### src/rtl/tmr_pkg.sv
package tmr_pkg;
  localparam int CTRL_W = 15;

  localparam logic [2:0] A_CTRL = 3'd0;
  localparam logic [2:0] A_CMP  = 3'd1;
  localparam logic [2:0] A_RLD  = 3'd2;
  localparam logic [2:0] A_CNT  = 3'd3;
  localparam logic [2:0] A_STAT = 3'd4;

  typedef enum logic [2:0] {
    SRC_IDLE = 3'd0,
    SRC_TICK = 3'd1,
    SRC_EDGE = 3'd2,
    SRC_QUAD = 3'd3,
    SRC_DIR  = 3'd4,
    SRC_GATE = 3'd5
  } src_e;

  typedef enum logic [1:0] {
    ACT_NONE = 2'b00,
    ACT_SET  = 2'b01,
    ACT_CLR  = 2'b10,
    ACT_TOG  = 2'b11
  } act_e;

  typedef struct packed {
    logic [1:0] cap_sel;
    logic       cap_en;
    logic       sec_inv;
    logic       pri_inv;
    logic       out_inv;
    logic [1:0] out_act;
    logic       wrap;
    logic       oneshot;
    logic [1:0] edge_sel;
    logic [2:0] src;
  } ctrl_t;

  function automatic logic edge_hit(input logic [1:0] sel, input logic cur, input logic prev);
    edge_hit = (sel[0] & cur & ~prev) | (sel[1] & ~cur & prev);
  endfunction
endpackage

### src/rtl/tmr_insync.sv
module tmr_insync #(
  parameter int STG = 2
) (
  input  logic clk,
  input  logic rst_n,
  input  logic din,
  input  logic inv,
  output logic lvl,
  output logic lvl_prev
);
  logic [STG-1:0] sh_q;
  logic [STG-1:0] sh_d;

  always_comb begin
    sh_d = {sh_q[STG-2:0], din};
  end

  always_ff @(posedge clk or negedge rst_n) begin
    if (!rst_n) sh_q <= '0;
    else        sh_q <= sh_d;
  end

  assign lvl = sh_q[STG-1] ^ inv;

  always_ff @(posedge clk or negedge rst_n) begin
    if (!rst_n) lvl_prev <= 1'b0;
    else        lvl_prev <= lvl;
  end
endmodule

### src/rtl/tmr_evt.sv
module tmr_evt
  import tmr_pkg::*;
(
  input  logic       clk,
  input  logic       rst_n,
  input  logic [2:0] src,
  input  logic [1:0] edge_sel,
  input  logic       tick,
  input  logic       a,
  input  logic       a_prev,
  input  logic       b,
  input  logic       b_prev,
  output logic       up,
  output logic       dn
);
  logic a_edge;
  logic quad_move;

  assign a_edge    = edge_hit(edge_sel, a, a_prev);
  assign quad_move = (a ^ a_prev) ^ (b ^ b_prev);

  always_comb begin
    up = 1'b0;
    dn = 1'b0;
    unique case (src)
      SRC_TICK: up = tick;
      SRC_EDGE: up = a_edge;
      SRC_QUAD: begin
        up = quad_move & (a ^ b_prev);
        dn = quad_move & ~(a ^ b_prev);
      end
      SRC_DIR: begin
        up = a_edge & ~b;
        dn = a_edge & b;
      end
      SRC_GATE: up = tick & a;
      default: ;
    endcase
  end


  quad_single_chk: assert property (@(posedge clk) disable iff (!rst_n)
    (src == SRC_QUAD && (up || dn)) |-> ((a != a_prev) != (b != b_prev)));


  step_excl_chk: assert property (@(posedge clk) disable iff (!rst_n)
    $onehot0({up, dn}));
endmodule

### src/rtl/tmr_outflag.sv
module tmr_outflag
  import tmr_pkg::*;
(
  input  logic       clk,
  input  logic       rst_n,
  input  logic       hit,
  input  logic [1:0] act,
  input  logic       inv,
  output logic       out_flag
);
  logic flag_q;
  logic flag_d;

  always_comb begin
    flag_d = flag_q;
    if (hit) begin
      unique case (act)
        ACT_SET: flag_d = 1'b1;
        ACT_CLR: flag_d = 1'b0;
        ACT_TOG: flag_d = ~flag_q;
        default: ;
      endcase
    end
  end

  always_ff @(posedge clk or negedge rst_n) begin
    if (!rst_n) flag_q <= 1'b0;
    else        flag_q <= flag_d;
  end

  assign out_flag = flag_q ^ inv;


  toggle_chk: assert property (@(posedge clk) disable iff (!rst_n)
    (hit && act == ACT_TOG) |=> (flag_q != $past(flag_q)));
endmodule

### src/rtl/tmr_channel.sv
module tmr_channel
  import tmr_pkg::*;
#(
  parameter int CNT_W = 16,
  parameter int SYNC_STG = 2
) (
  input  logic             clk,
  input  logic             rst_n,
  input  logic             tick_en,
  input  logic             pri_in,
  input  logic             sec_in,
  input  logic             wr_en,
  input  logic [2:0]       wr_addr,
  input  logic [CNT_W-1:0] wr_data,
  output logic [CNT_W-1:0] count,
  output logic [CNT_W-1:0] capture,
  output logic             out_flag,
  output logic             cmp_irq,
  output logic             cap_irq
);
  localparam logic [CNT_W-1:0] ALL1 = {CNT_W{1'b1}};
  localparam logic [CNT_W-1:0] ZERO = {CNT_W{1'b0}};

  ctrl_t            ctrl_q, ctrl_d;
  logic [CNT_W-1:0] cmp_q, cmp_d, rld_q, rld_d, cnt_q, cnt_d, cap_q, cap_d;
  logic             cmp_irq_q, cmp_irq_d, cap_irq_q, cap_irq_d, done_q, done_d;

  logic [1:0] raw_in, inv_in, lvl, lvl_prev;
  assign raw_in = {sec_in, pri_in};

  always_comb begin
    inv_in = {ctrl_q.sec_inv, ctrl_q.pri_inv};
  end

  for (genvar i = 0; i < 2; i++) begin : g_sync
    tmr_insync #(.STG(SYNC_STG)) u_sync (
      .clk(clk), .rst_n(rst_n), .din(raw_in[i]), .inv(inv_in[i]),
      .lvl(lvl[i]), .lvl_prev(lvl_prev[i])
    );
  end

  logic step_up, step_dn;
  tmr_evt u_evt (
    .clk(clk), .rst_n(rst_n), .src(ctrl_q.src), .edge_sel(ctrl_q.edge_sel),
    .tick(tick_en), .a(lvl[0]), .a_prev(lvl_prev[0]), .b(lvl[1]), .b_prev(lvl_prev[1]),
    .up(step_up), .dn(step_dn)
  );

  logic ctrl_wr, cmp_wr, rld_wr, cnt_wr, st_wr;
  logic step_any, at_cmp, hit, roll, reinit, cap_hit;

  always_comb begin
    ctrl_wr = wr_en && (wr_addr == A_CTRL);
    cmp_wr  = wr_en && (wr_addr == A_CMP);
    rld_wr  = wr_en && (wr_addr == A_RLD);
    cnt_wr  = wr_en && (wr_addr == A_CNT);
    st_wr   = wr_en && (wr_addr == A_STAT);

    step_any = (step_up | step_dn) & ~done_q;
    at_cmp   = (cnt_q == cmp_q);
    hit      = step_any & at_cmp;
    roll     = (step_up & (cnt_q == ALL1)) | (step_dn & (cnt_q == ZERO));
    reinit   = step_any & (ctrl_q.wrap ? roll : at_cmp);
    cap_hit  = ctrl_q.cap_en & edge_hit(ctrl_q.cap_sel, lvl[1], lvl_prev[1]);
  end

  always_comb begin
    ctrl_d = ctrl_wr ? ctrl_t'(wr_data[CTRL_W-1:0]) : ctrl_q;
    cmp_d  = cmp_wr ? wr_data : cmp_q;
    rld_d  = rld_wr ? wr_data : rld_q;

    if (cnt_wr)        cnt_d = wr_data;
    else if (reinit)   cnt_d = rld_q;
    else if (step_any) cnt_d = step_up ? cnt_q + 1'b1 : cnt_q - 1'b1;
    else               cnt_d = cnt_q;

    if (ctrl_wr)                      done_d = 1'b0;
    else if (reinit && ctrl_q.oneshot) done_d = 1'b1;
    else                              done_d = done_q;

    cap_d     = cap_hit ? cnt_q : cap_q;
    cmp_irq_d = hit | (cmp_irq_q & ~(st_wr & wr_data[0]));
    cap_irq_d = cap_hit | (cap_irq_q & ~(st_wr & wr_data[1]));
  end

  always_ff @(posedge clk or negedge rst_n) begin
    if (!rst_n) begin
      ctrl_q    <= '0;
      cmp_q     <= ALL1;
      rld_q     <= ZERO;
      cnt_q     <= ZERO;
      cap_q     <= ZERO;
      cmp_irq_q <= 1'b0;
      cap_irq_q <= 1'b0;
      done_q    <= 1'b0;
    end else begin
      ctrl_q    <= ctrl_d;
      cmp_q     <= cmp_d;
      rld_q     <= rld_d;
      cnt_q     <= cnt_d;
      cap_q     <= cap_d;
      cmp_irq_q <= cmp_irq_d;
      cap_irq_q <= cap_irq_d;
      done_q    <= done_d;
    end
  end

  tmr_outflag u_out (
    .clk(clk), .rst_n(rst_n), .hit(hit), .act(ctrl_q.out_act),
    .inv(ctrl_q.out_inv), .out_flag(out_flag)
  );

  assign count   = cnt_q;
  assign capture = cap_q;
  assign cmp_irq = cmp_irq_q;
  assign cap_irq = cap_irq_q;


  reinit_chk: assert property (@(posedge clk) disable iff (!rst_n)
    (step_any && at_cmp && !ctrl_q.wrap && !cnt_wr) |=> (cnt_q == $past(rld_q)));


  oneshot_hold_chk: assert property (@(posedge clk) disable iff (!rst_n)
    (done_q && !cnt_wr) |=> $stable(cnt_q));


  capture_chk: assert property (@(posedge clk) disable iff (!rst_n)
    cap_hit |=> (cap_q == $past(cnt_q)) && cap_irq_q);


  sticky_chk: assert property (@(posedge clk) disable iff (!rst_n)
    (cmp_irq_q && !(st_wr && wr_data[0])) |=> cmp_irq_q);
endmodule

### config.mk
export PLATFORM = sky130hd
export DESIGN_NAME = tmr_channel
export DESIGN_NICKNAME = d
export VERILOG_FILES = /design/src/rtl/tmr_pkg.sv /design/src/rtl/tmr_insync.sv /design/src/rtl/tmr_evt.sv /design/src/rtl/tmr_outflag.sv /design/src/rtl/tmr_channel.sv
export SDC_FILE = /design/constraint.sdc
export NUM_CORES = 1
export LEC_CHECK = 0
export ABC_AREA = 1
export BUFFER_PORTS_ARGS = -buffer_cell sky130_fd_sc_hd__buf_2
export CAP_MARGIN = 20
export CORE_MARGIN = 5
export CORE_UTILIZATION = 50
export CTS_CLUSTER_SIZE = 30
export DETAILED_ROUTE_END_ITERATION = 8
export HOLD_SLACK_MARGIN = 0.1
export PLACE_DENSITY = 0.7
export SETUP_SLACK_MARGIN = 0.02
export SYNTH_ARGS = -nofsm -noshare
export SYNTH_HDL_FRONTEND = slang
export SYNTH_SLANG_ARGS = --single-unit
### constraint.sdc
create_clock -name clk -period 5.5 [get_ports clk]
set_clock_uncertainty 0.1 [all_clocks]
set_input_delay 0.825 -clock clk [delete_from_list [all_inputs] [get_ports clk]]
set_output_delay 0.825 -clock clk [all_outputs]
set_load 0.01 [all_outputs]
==> results.toml <==
[run_status]
run_status = "completed"

[cts]
h-tree-depth = 3
clk_path_buf_depth = 2
cts-resized-gates = 0
clockRootBuffer = "clkbuf_8"
clk_pin_slew_ps = 90
post_cts_buffers = 0
cts_tree = "built"
clk_latency_ps = 370
ctsHoldBuffers = 0
cts_sinks = 89
numCtsBuffers = 9

[logic_synthesis]
synth_common_cells = "149 x nand2_1, 93 x inv_1, 76 x o21ai_0"
synth.largest_area_cell = "dfrtp_1"
synthAdderAreaFrac_pct = 3.874
synth-seq-cells = 89
synth_top_area_share_pct = 36.26
muxShareOfSynthArea_pct = 0
synth-main-ff-cell = "dfrtp_1"
ys.warnings.count = 0
syn-num-nets = 668
netlist_area_mm2 = 0.005039
syn_inst = 628
avgSynthCellArea_um2 = 8.023
ys_seq_area_share_pct = 44.60
synthSimpleGateAreaFrac_pct = 25.80
synth_xor_area_share_pct = 4.867
synthTopCellsByArea = "dfrtp_1 36%, nand2_1 11%, dfstp_2 8.3%, o21ai_0 7.5%, inv_1 6.9%"
synth_edf_count = 0
async_flop_share_pct = 100.0
synth_top_family_by_area = "simple AND/OR/NAND/NOR gates"
synth_most_common_cell = "nand2_1"
synth_compound_area_share_pct = 11.77
yosysUniqueCellTypes = 38

[final_layout]
final_cells = 822
drive_gt1_share_pct = 18.43
area_delta_synth_final_pct = 12.74
final_cell_area_mm2 = 0.005680
fin_util_pct = 57.85
fin_nets = 724
fill_cells = 950
n_antenna_cell = 0

[timing]
setup_ws_ps = 2067
setup-tns-final_ps = 0
hold_slack_ps = 218.5
slew_headroom_pct = 45.27
min_period_ps = 3433
period_share_pct = 62.43
setup_violations = 0
rsz0062_at_grt = "false"
final_hold_viol_count = 0
slew_violations = 0
fmax_mhz = 291.3
worst_pin_slew_ps = 818.9

[place]
preCtsSetupSlack_ps = 1913
port_buffers = 59
place_area_mm2 = 0.005401
post-dp-hpwl_um = 8904
globalplace.congestion = 0.9257
placedCellCount = 802

[setup_path]
endpoint_kind = "register"
startpoint_type = "register"
cpPeakStageDelay_ps = 450
timing.setup.critical_path_class = "reg2reg"
cp_max_fo = 16
crit_required_ps = 5660
path_cells = "inv_1 > nand2_2 > nand2_4 > xor2_1 > inv_1 > nand3_2 > nand2_4 > inv_1 > ha_1 > a21oi_1 > nand2_1 > a21boi_0 > o21ai_0 > a21oi_1 > xor2_1 > nand2_1 > nand3_1 > nand2_1"
arrival_ps = 3590
slowest_stage = "inv_1"

[power_and_ir_drop]
p_leak_nw = 2.942
p_int_mw = 1.660
p_switching_mw = 1.347
switching_share_pct = 44.80
total_power_mw = 3.007
vdd_drop_max_v = 0.0002304
power_frac_clock_pct = 15.8
p_seq_share_pct = 35.8
power_density_mw_per_mm2 = 529.4
p_comb_share_pct = 48.4

[drt]
first_iter_violations = 268
wirelength_um = 12370
route.detailed.drc = 0
viasPerCell = 5.127
dr.pass1.iters = 4
postRouteAntennaNets = 0
vias = 4214
routedWlPerCell_um = 15.05

[die]
die_area_mm2 = 0.01218
core_area_mm2 = 0.009819
core.rowCount = 36
boundaryPins = 60
start_util_pct = 51.31
die_h_um = 110.4
die_w_um = 110.4

[global_route]
grt_pass1_vias = 3939
grt_pass1_wl_um = 20010
antenna_found_initial = 0
grt-ovfl-total = 0
grt_usage_pct = 21.71
grt_max_degree = 90

[job]
drv_cap = 0

[hold_path]
hp-class = "in2async"
-- placed cells by master (no fill, tap or decap), types with 3 or more instances in the layout --
cell type / count
nand2_1: 149
inv_1: 93
o21ai_0: 76
dfrtp_1: 73
buf_2: 58
nand3_1: 52
xor2_1: 21
nor2_1: 19
a21oi_1: 19
nand2_2: 16
dfstp_2: 16
ha_1: 14
nand4_1: 12
o21ai_1: 11
clkbuf_8: 10
xnor2_1: 7
nand2_4: 3
nor2_8: 3
a21o_1: 3
-- sequential cells by signal, summed over array words and instances (netlist names) --
signal	cells
cmp_q	16
rld_q	16
cmp_irq	1
u_out.flag_q	1
cap_irq	1
done_q	1
g_sync.u_sync.sh_q	4
capture	16
count	16
g_sync.u_sync.lvl_prev	2
ctrl_q	15
-- layer usage --
layer / wire length (um) / global-route usage [%] / part of all wire [%]
met5: 0 / 0 / 0
met4: 214 / 7.740 / 1.7
met3: 584 / 3.145 / 4.7
met2: 5866 / 35.10 / 47
met1: 5709 / 29.88 / 46
-- final cells by class --
cell class              count  area (um2)  area share [%]
clock buffers              10       137.6           2.423
clock inverters             6       72.57           1.278
inverters                  95       356.6           6.278
multi-input cells         426        2333           41.08
flip-flops and latches     89        2247           39.56
well taps                 133       166.4           2.930
repair buffers             63       366.6           6.454
-- cell families after synthesis --
kind of cell,count (synthesis)
buffers and inverters,113
AO/OA/AOI/OAI,114
XOR/XNOR,28
AND/OR/NAND/NOR,269
adder cells (fa/ha/maj),15
flip-flops,89
-- critical path, delay by kind of cell, from the launching register on --
kind                     cells  cell delay, ps
adder cells (fa/ha/maj)      1             390
flip-flops                   1             410
buffers and inverters        3             600
AO/OA/AOI/OAI                4             810
XOR/XNOR                     2             360
AND/OR/NAND/NOR              8             660
-- power by group through the flow --
stage | Combinational, mW | Clock, mW | Sequential, mW
final | 1.46 | 0.476 | 1.08
after detailed placement | 1.44 | 0 | 1.09
after global routing | 1.67 | 0.516 | 1.11
after floorplan | 1.03 | 0 | 1.07
after CTS | 1.45 | 0.489 | 1.08
after global placement | 1.41 | 0 | 1.08
-- worst paths after layout --
kind                       slack, ps  depth (start not counted)                      from                  endpoint
setup / recovery                2070                         18                ctrl_q[10]                  count[9]
setup reg to reg                2070                         18                ctrl_q[10]                  count[9]
max in group asynchronous       4410                          2                     rst_n                 cmp_q[13]
hold / removal                   220                          1                     rst_n                 ctrl_q[1]
min in group clk                 260                          0  g_sync[1].u_sync.sh_q[0]  g_sync[1].u_sync.sh_q[1]
hold reg to reg                  260                          0  g_sync[1].u_sync.sh_q[0]  g_sync[1].u_sync.sh_q[1]
Power figures use the tool's default switching activity.
